===== config.mk =====
export PLATFORM = sky130hd
export DESIGN_NAME = canModeSeq
export DESIGN_NICKNAME = d
export VERILOG_FILES = /design/src/rtl/canModePkg.sv /design/src/rtl/recessiveRun.sv /design/src/rtl/canModeDatapath.sv /design/src/rtl/canModeControl.sv /design/src/rtl/canModeSeq.sv
export SDC_FILE = /design/constraint.sdc
export NUM_CORES = 1
export LEC_CHECK = 0
export ABC_AREA = 0
export BUFFER_PORTS_ARGS = -buffer_cell sky130_fd_sc_hd__buf_2
export CORE_MARGIN = 4
export CORE_UTILIZATION = 48
export CTS_CLUSTER_SIZE = 14
export DETAILED_ROUTE_END_ITERATION = 7
export GPL_TIMING_DRIVEN = 0
export HOLD_SLACK_MARGIN = 0.03
export PLACE_DENSITY = 0.73
export SYNTH_ARGS = -nofsm -noshare
export SYNTH_HDL_FRONTEND = slang
export SYNTH_SLANG_ARGS = --single-unit

===== constraint.sdc =====
create_clock -name clk -period 1.7 [get_ports clk]
set_input_delay 0.425 -clock clk [delete_from_list [all_inputs] [get_ports clk]]
set_output_delay 0.425 -clock clk [all_outputs]
set_load 0.03 [all_outputs]

===== src/rtl/canModePkg.sv =====
package canModePkg;

  typedef enum logic [2:0] {
    MODE_NORMAL     = 3'b000,
    MODE_DISABLE    = 3'b001,
    MODE_LOOPBACK   = 3'b010,
    MODE_LISTEN     = 3'b011,
    MODE_CONFIG     = 3'b100,
    MODE_LISTEN_ALL = 3'b111
  } modeT;

  localparam logic [1:0] ERR_COUNT  = 2'b00;
  localparam logic [1:0] ERR_FREEZE = 2'b01;
  localparam logic [1:0] ERR_CLEAR  = 2'b10;

  // strobes from the control to the datapath
  typedef struct packed {
    logic enterTx;   // switching into a mode that may transmit
    logic abortTx;   // drop the pending request
  } dpStrobeT;

endpackage


===== src/rtl/recessiveRun.sv =====
module recessiveRun #(
  parameter int LIMIT = 11
) (
  input  logic clk,
  input  logic rstN,
  input  logic restart,
  input  logic bitStrobe,
  input  logic rxSample,
  output logic done
);
  localparam int CNT_W = $clog2(LIMIT + 1);
  localparam logic [CNT_W-1:0] TOP = CNT_W'(LIMIT);

  logic [CNT_W-1:0] count;

  always_ff @(posedge clk) begin
    if (!rstN || restart) begin
      count <= '0;
    end else if (bitStrobe) begin
      if (!rxSample) count <= '0;
      else if (count != TOP) count <= count + 1'b1;
    end
  end

  assign done = (count == TOP);


  run_saturates_chk: assert property (@(posedge clk) disable iff (!rstN)
    count <= TOP);


  dominant_restarts_chk: assert property (@(posedge clk) disable iff (!rstN)
    (bitStrobe && !rxSample) |=> !done);

endmodule


===== src/rtl/canModeDatapath.sv =====
module canModeDatapath
  import canModePkg::*;
#(
  parameter int IDLE_BITS = 11
) (
  input  logic     clk,
  input  logic     rstN,
  input  logic     bitStrobe,
  input  logic     rxSample,
  input  logic     txReqSet,
  input  logic     txBusy,
  input  logic     txAllowed,
  input  dpStrobeT strobes,
  output logic     busIdle,
  output logic     holdDone,
  output logic     txPending,
  output logic     txAbortFlag,
  output logic     txStart
);
  logic [1:0] runDone;
  logic [1:0] runRestart;

  assign runRestart = {strobes.enterTx, 1'b0};

  // run 0 watches bus idle, run 1 times the transmit hold-off
  for (genvar g = 0; g < 2; g++) begin : gRun
    recessiveRun #(.LIMIT(IDLE_BITS)) uRun (
      .clk      (clk),
      .rstN     (rstN),
      .restart  (runRestart[g]),
      .bitStrobe(bitStrobe),
      .rxSample (rxSample),
      .done     (runDone[g])
    );
  end

  assign busIdle  = runDone[0];
  assign holdDone = runDone[1];
  assign txStart  = txPending && txAllowed && holdDone && !txBusy;

  always_ff @(posedge clk) begin
    if (!rstN) begin
      txPending   <= 1'b0;
      txAbortFlag <= 1'b0;
    end else begin
      if (strobes.abortTx)  txPending <= 1'b0;
      else if (txReqSet)    txPending <= 1'b1;
      else if (txStart)     txPending <= 1'b0;

      if (strobes.abortTx)  txAbortFlag <= 1'b1;
      else if (txReqSet)    txAbortFlag <= 1'b0;
    end
  end


  abort_drops_request_chk: assert property (@(posedge clk) disable iff (!rstN)
    strobes.abortTx |=> (!txPending && txAbortFlag));


  start_consumes_request_chk: assert property (@(posedge clk) disable iff (!rstN)
    (txStart && !txReqSet && !strobes.abortTx) |=> !txPending);

endmodule


===== src/rtl/canModeControl.sv =====
module canModeControl
  import canModePkg::*;
(
  input  logic       clk,
  input  logic       rstN,
  input  logic [2:0] reqMode,
  input  logic       txBusy,
  input  logic       busIdle,
  input  logic       holdDone,
  input  logic       txPending,
  input  logic       bitStrobe,
  input  logic       rxSample,
  output logic [2:0] curMode,
  output dpStrobeT   strobes,
  output logic       txEnable,
  output logic       rxEnable,
  output logic       ackErrEnable,
  output logic [1:0] errCtl,
  output logic       errIgnore,
  output logic       cfgWriteEnable,
  output logic       loopbackSel,
  output logic       txPinOwn,
  output logic       rxPinOwn,
  output logic       wakeEvent
);
  modeT modeQ;
  logic reqValid, curActive, reqTxCap, curTxCap, modeGo;

  assign reqValid  = (reqMode != 3'b101) && (reqMode != 3'b110);
  assign curActive = (modeQ != MODE_CONFIG) && (modeQ != MODE_DISABLE);
  assign reqTxCap  = (reqMode == MODE_NORMAL) || (reqMode == MODE_LOOPBACK);
  assign curTxCap  = (modeQ == MODE_NORMAL) || (modeQ == MODE_LOOPBACK);

  assign modeGo = reqValid && (reqMode != modeQ)
               && (!curActive || busIdle)
               && !((reqMode == MODE_CONFIG) && txBusy);

  assign strobes.enterTx = modeGo && reqTxCap;
  assign strobes.abortTx = (reqMode == MODE_DISABLE) && curTxCap && !holdDone && txPending;

  always_ff @(posedge clk) begin
    if (!rstN)       modeQ <= MODE_CONFIG;
    else if (modeGo) modeQ <= modeT'(reqMode);
  end

  assign curMode   = modeQ;
  assign wakeEvent = (modeQ == MODE_DISABLE) && bitStrobe && !rxSample;

  always_comb begin
    txEnable = 1'b0; rxEnable = 1'b0; ackErrEnable = 1'b0;
    errCtl = ERR_FREEZE; errIgnore = 1'b0; cfgWriteEnable = 1'b0;
    loopbackSel = 1'b0; txPinOwn = 1'b0; rxPinOwn = 1'b0;
    case (modeQ)
      MODE_NORMAL: begin
        txEnable = 1'b1; rxEnable = 1'b1; ackErrEnable = 1'b1;
        errCtl = ERR_COUNT; txPinOwn = 1'b1; rxPinOwn = 1'b1;
      end
      MODE_LOOPBACK: begin
        txEnable = 1'b1; rxEnable = 1'b1; ackErrEnable = 1'b1;
        errCtl = ERR_COUNT; loopbackSel = 1'b1;
      end
      MODE_LISTEN: begin
        rxEnable = 1'b1; rxPinOwn = 1'b1;
      end
      MODE_LISTEN_ALL: begin
        rxEnable = 1'b1; rxPinOwn = 1'b1; errIgnore = 1'b1;
      end
      MODE_CONFIG: begin
        errCtl = ERR_CLEAR; cfgWriteEnable = 1'b1;
        txPinOwn = 1'b1; rxPinOwn = 1'b1;
      end
      default: ;  // disable: everything released, counters frozen
    endcase
  end


  reserved_ignored_chk: assert property (@(posedge clk) disable iff (!rstN)
    ((reqMode == 3'b101) || (reqMode == 3'b110)) |=> $stable(curMode));


  idle_gates_change_chk: assert property (@(posedge clk) disable iff (!rstN)
    (curActive && !busIdle) |=> $stable(curMode));


  config_waits_tx_chk: assert property (@(posedge clk) disable iff (!rstN)
    ((curMode != MODE_CONFIG) && txBusy) |=> (curMode != MODE_CONFIG));

endmodule


===== src/rtl/canModeSeq.sv =====
module canModeSeq
  import canModePkg::*;
#(
  parameter int IDLE_BITS = 11
) (
  input  logic       clk,
  input  logic       rstN,
  input  logic       bitStrobe,
  input  logic       rxSample,
  input  logic [2:0] reqMode,
  input  logic       txReqSet,
  input  logic       txBusy,
  output logic [2:0] curMode,
  output logic       txEnable,
  output logic       rxEnable,
  output logic       ackErrEnable,
  output logic [1:0] errCtl,
  output logic       errIgnore,
  output logic       cfgWriteEnable,
  output logic       loopbackSel,
  output logic       txPinOwn,
  output logic       rxPinOwn,
  output logic       txPending,
  output logic       txStart,
  output logic       txAbortFlag,
  output logic       wakeEvent
);
  dpStrobeT strobes;
  logic busIdle, holdDone, txEnableInt;

  assign txEnable = txEnableInt;

  canModeControl uCtrl (
    .clk(clk), .rstN(rstN), .reqMode(reqMode), .txBusy(txBusy),
    .busIdle(busIdle), .holdDone(holdDone), .txPending(txPending),
    .bitStrobe(bitStrobe), .rxSample(rxSample), .curMode(curMode),
    .strobes(strobes), .txEnable(txEnableInt), .rxEnable(rxEnable),
    .ackErrEnable(ackErrEnable), .errCtl(errCtl), .errIgnore(errIgnore),
    .cfgWriteEnable(cfgWriteEnable), .loopbackSel(loopbackSel),
    .txPinOwn(txPinOwn), .rxPinOwn(rxPinOwn), .wakeEvent(wakeEvent)
  );

  canModeDatapath #(.IDLE_BITS(IDLE_BITS)) uData (
    .clk(clk), .rstN(rstN), .bitStrobe(bitStrobe), .rxSample(rxSample),
    .txReqSet(txReqSet), .txBusy(txBusy), .txAllowed(txEnableInt),
    .strobes(strobes), .busIdle(busIdle), .holdDone(holdDone),
    .txPending(txPending), .txAbortFlag(txAbortFlag), .txStart(txStart)
  );

endmodule


==> Word level (Yosys, flattened, before mapping) <==
Index checks and enable logic that the tools add are counted.
{ "totals": {"wordCells": 79, "out_inout_bits": 17, "register_bits": 13} }
{ "op_classes": {"muxes": 16, "n_eq_ne": 19, "bitwise": 1, "n_addsub": 2, "reduce_logical": 36} }
{ "ops": {"columns": ["op", "count"], "rows": [
  ["4-bit 2-to-1 mux", 4],
  ["1-bit logical AND", 15],
  ["1-bit 2-to-1 mux", 11],
  ["3-bit by 2-bit == test with 1-bit output, second input constant", 3],
  ["3-bit == test, second input constant", 3],
  ["3-bit inequality test, second input constant", 3],
  ["4-bit by 1-bit adder with 4-bit output, second input constant", 2],
  ["4-bit == test, second input constant", 2],
  ["4-bit inequality test, second input constant", 2],
  ["4-bit OR reduction", 2],
  ["3-bit by 1-bit == test with 1-bit output, second input constant", 2],
  ["1-bit zero test", 6],
  ["3-bit zero test", 2],
  ["2-bit OR reduction", 3],
  ["1-bit logical OR", 4],
  ["2-bit by 1-bit inequality test with 1-bit output, second input constant", 2],
  ["2-bit case mux with 2 select lines", 1],
  ["2-bit AND reduction", 2],
  ["2-bit nonzero test", 2],
  ["3-bit by 1-bit inequality test with 1-bit output, second input constant", 1],
  ["3-bit inequality test", 1],
  ["1-bit NOT", 1]
]} }

==> Logic depth before layout (Yosys ltp) <==
{ "depth": {"word_depth": 8, "depth_mapped": 5, "ltp_nobuf": 5} }

==> Modules after synthesis <==
From an unflattened synthesis, not the netlist that was laid out.
{ "unflattened": {"cells_unflattened": 95, "hier_area_um2": 847.1} }
{ "modules_own_cells": {"columns": ["module", "seq_area_each_um2", "cells_per_inst", "n_inst", "area_per_inst_um2"], "rows": [
  ["recessiveRun", 80.1, 25, 2, 226.5],
  ["canModeControl", 60.1, 36, 1, 302.8],
  ["canModeDatapath", 40.0, 9, 1, 91.3]
]} }

==> Worst setup path before layout <==
Ideal clock, no wire load.
{ "synth_timing": {"path_kind": "register to output", "start": "register uCtrl.modeQ[0] (netlist: uCtrl.curMode[0])", "end": "output port txStart", "stages_incl_launch_ff": 5, "arrival_ns": 1.742, "slack_ns": -0.467, "cell_sequence": "dfxtp_1 -> buf_6 -> nor2_2 -> nand2_1 -> nor3_1"} }
{ "synth_between": {"elab_chain_cells": 6} }
{ "synth_rtl": {"columns": ["item", "line", "rtl"], "rows": [
  ["from (decl)", "canModeControl.sv:26", "modeT modeQ;"],
  ["from (signal assigned)", "canModeControl.sv:43", "else if (modeGo) modeQ <= modeT'(reqMode);"],
  ["3-bit by 2-bit == test with 1-bit output / 3-bit zero test (equally long branches)", null, null],
  ["2-bit OR reduction (no source line) (*)", null, null],
  ["1-bit 2-to-1 mux (*)", null, null],
  ["net ackErrEnable", "canModeSeq.sv:16", "output logic ackErrEnable,"],
  ["1-bit logical AND (*) (3 in series)", "canModeDatapath.sv:39", "assign txStart = txPending && txAllowed && holdDone && !txBusy;"],
  ["to (decl)", "canModeSeq.sv:24", "output logic txStart,"]
]} }
Mark *: on every way through the listed nets, which the timed path passes. The rest lies on a longest branch.

==> Worst setup path in the final report <==
{ "layout_timing": {"start": "register uData.gRun[1].uRun.count[1]", "end": "output port txStart"} }
{ "layout_between": {"elab_chain_cells": 3} }
{ "layout_rtl": {"columns": ["item", "line", "rtl"], "rows": [
  ["from (decl)", "recessiveRun.sv:14", "logic [CNT_W-1:0] count;"],
  ["from (signal assigned)", "recessiveRun.sv:21", "else if (count != TOP) count <= count + 1'b1;"],
  ["4-bit == test", "recessiveRun.sv:25", "assign done = (count == TOP);"],
  ["1-bit logical AND (2 in series)", "canModeDatapath.sv:39", null]
]} }
No other way between the ends.

==> metrics.txt <==
Fillers 127; Clk Latency, worst-skew pair 0.27 ns; final worst-path cycle share 0.987; residual DRC count 0; DR vias/cell 5.25; first drt pass iteration count 4; Tmin final 1.68 ns; vias in the first global route 749; Data required, critical path 1.27 ns; CP Capture Type output pin; Die Wd 48.9 um; met3 WL 126 um; first-pass GRT wire length 3190 um; largest net degree at the start of global routing 11; final hold viol count 0; Leak 0.519 nW; DP Worst Slack 0.0764 ns; Layout Utilization 0.739; Worst EP arrival 1.25 ns; Starting Density 0.520; max cap viols 0; # clock sinks 13; die area 2390 sq um; final worst-path setup slack 0.0227 ns; most numerous cell in the Yosys netlist dfxtp_1; Setup TNS 0 ns; WL/cell 12.7 um; WL final 1910 um; Min Hold Slack 0.401 ns; Mapped Nets 106; Clk pin slew, worst setup/hold paths 0.08 ns; Slew Viols, Final 0; Yosys reg bits 13; WL met1 855 um; placed cell area 973 sq um; IO Pins 26; DR WL met2 912 um; status finished, final reports clean; Yosys cell types 36; port bufs 25; Final setup viols 0; Main synth FF type dfxtp_1; worst IR drop on VDD 0.000484 V; CORE AREA 1540 sq um; CTS tree built; Via Count 787; Max-slew headroom 0.730; Crit Path Max Fanout 3; syn avg cell area 8.44 sq um; register area share after synthesis 0.324; fin area 1140 sq um; # diodes 0; Post-synth top cells dfxtp_1 (13), nand2_1 (12), nor2_1 (8), xor2_1 (7); top cells by area, synth dfxtp_1 (32%), xor2_1 (7.6%), nand2_1 (5.6%), mux2i_1 (5.0%), nor2_1 (3.7%); kind of critical path reg2out; crit start category register; total global routing overflow 0; Synth Warn # 0; antenna violations before repair 0; Post-synth EDFFs 0; R2R Setup Slk 0.15 ns; Nets 146; synthesized area 802 sq um; leading area contributor after synthesis dfxtp_1; Rows 14; worst slew pin tran 0.403 ns; CTS hold repair buffers 0; clk_skew 0.00267 ns; cell area power density 1090 nW/um^2; RSZ-0062 raised after global routing yes; top sig layer met4; drt initial violations 14; Cells after Synth 95; H-tree depth 1; layout cells sized above 1 0.448; die height 48.9 um; Max clock buf depth 2; DP HPWL 1280 um; routability cong. 0.814; Yosys top cell area share 0.324; FFs w/ async S/R, synth 0; Area Overhead vs Synth 42.0%; HP Class in2reg; Num CTS Buffers 3; Final ANT Viol Nets 0; Root Driver clkbuf_4; Peak Freq 596 MHz; Total GRT Usage 0.161
[critical path, cell delays in order (launching register included)]
cell and delay (ns):
dfxtp_2 0.37, ha_4 0.14, nand3b_1 0.15, nor3_4 0.16, buf_6 0.15
[per-stage QoR]
step | total power [mW] | cells
4_1_cts | 1.22 | 151
3_3_place_gp | 0.919 | 136
2_1_floorplan | 0.796 | 95
3_5_place_dp | 0.931 | 136
6_report | 1.24 | 150
5_1_grt | 1.31 | 150
[where the power goes]
| group | internal (mW) | switching (mW) | total [mW] |
|---|---|---|---|
| Sequential | 0.335 | 0.0408 | 0.375 |
| Combinational | 0.277 | 0.392 | 0.670 |
| Clock | 0.0909 | 0.103 | 0.194 |
| Total | 0.703 | 0.536 | 1.24 |
[cells in the final DEF, fill, tap and decap left out, types with 4 or more instances in the layout]
cell type,count
buf_2,22
buf_4,15
nand2_1,11
dfxtp_1,8
nor2_1,7
xor2_1,7
mux2i_1,4
o21ai_0,4
nand4_1,4
dfxtp_2,4
[registers in the layout, indices dropped and copies added (netlist names)]
signal	flops
uCtrl.curMode	3
uData.txPending	1
uData.txAbortFlag	1
uData.gRun.uRun.count	8
[cell type report]
| class | count | area [sq um] | share of cell area |
|---|---|---|---|
| Clock buffer | 4 | 26.3 | 0.0231 |
| Sequential cell | 13 | 269 | 0.236 |
| Inverter | 2 | 7.51 | 0.00659 |
| Buffer | 5 | 33.8 | 0.0297 |
| Multi-Input combinational cell | 73 | 552 | 0.485 |
| Tap cell | 16 | 20.0 | 0.0176 |
| Timing Repair Buffer | 37 | 230 | 0.202 |
[final timing paths]
check | from | end | depth (start not counted)
worst max register to register | uData.gRun[0].uRun.count[0] | uCtrl.curMode[1] | 5
worst min-delay path | txReqSet | uData.txPending | 2
worst min register to register | uData.txAbortFlag | uData.txAbortFlag | 2
worst max-delay path | uData.gRun[1].uRun.count[1] | txStart | 4
[kinds of logic after synthesis]
logic type	count (synthesis)	share of synthesized area
fa+ha+maj	2	0.0312
compound gates	13	0.120
flops	13	0.324
buf+inv	9	0.0671
simple gates	45	0.309
xor+xnor	9	0.0983
mux	4	0.0499
[routing by layer]
metal / global-route usage / vias to the layer above
met5: 0 / -
met4: 0.0538 / 0
met3: 0.0214 / 2
met2: 0.274 / 30
met1: 0.207 / 346
li1: - / 409
[what timing repair did]
action / CTS / global route
setup buffers: 11 / 1
pin swaps: 3 / 3
gates cloned: 0 / 0
endpoints found under the setup margin: 4 / 8
resized for setup: 12 / 8
Power figures use the tool's default switching activity.
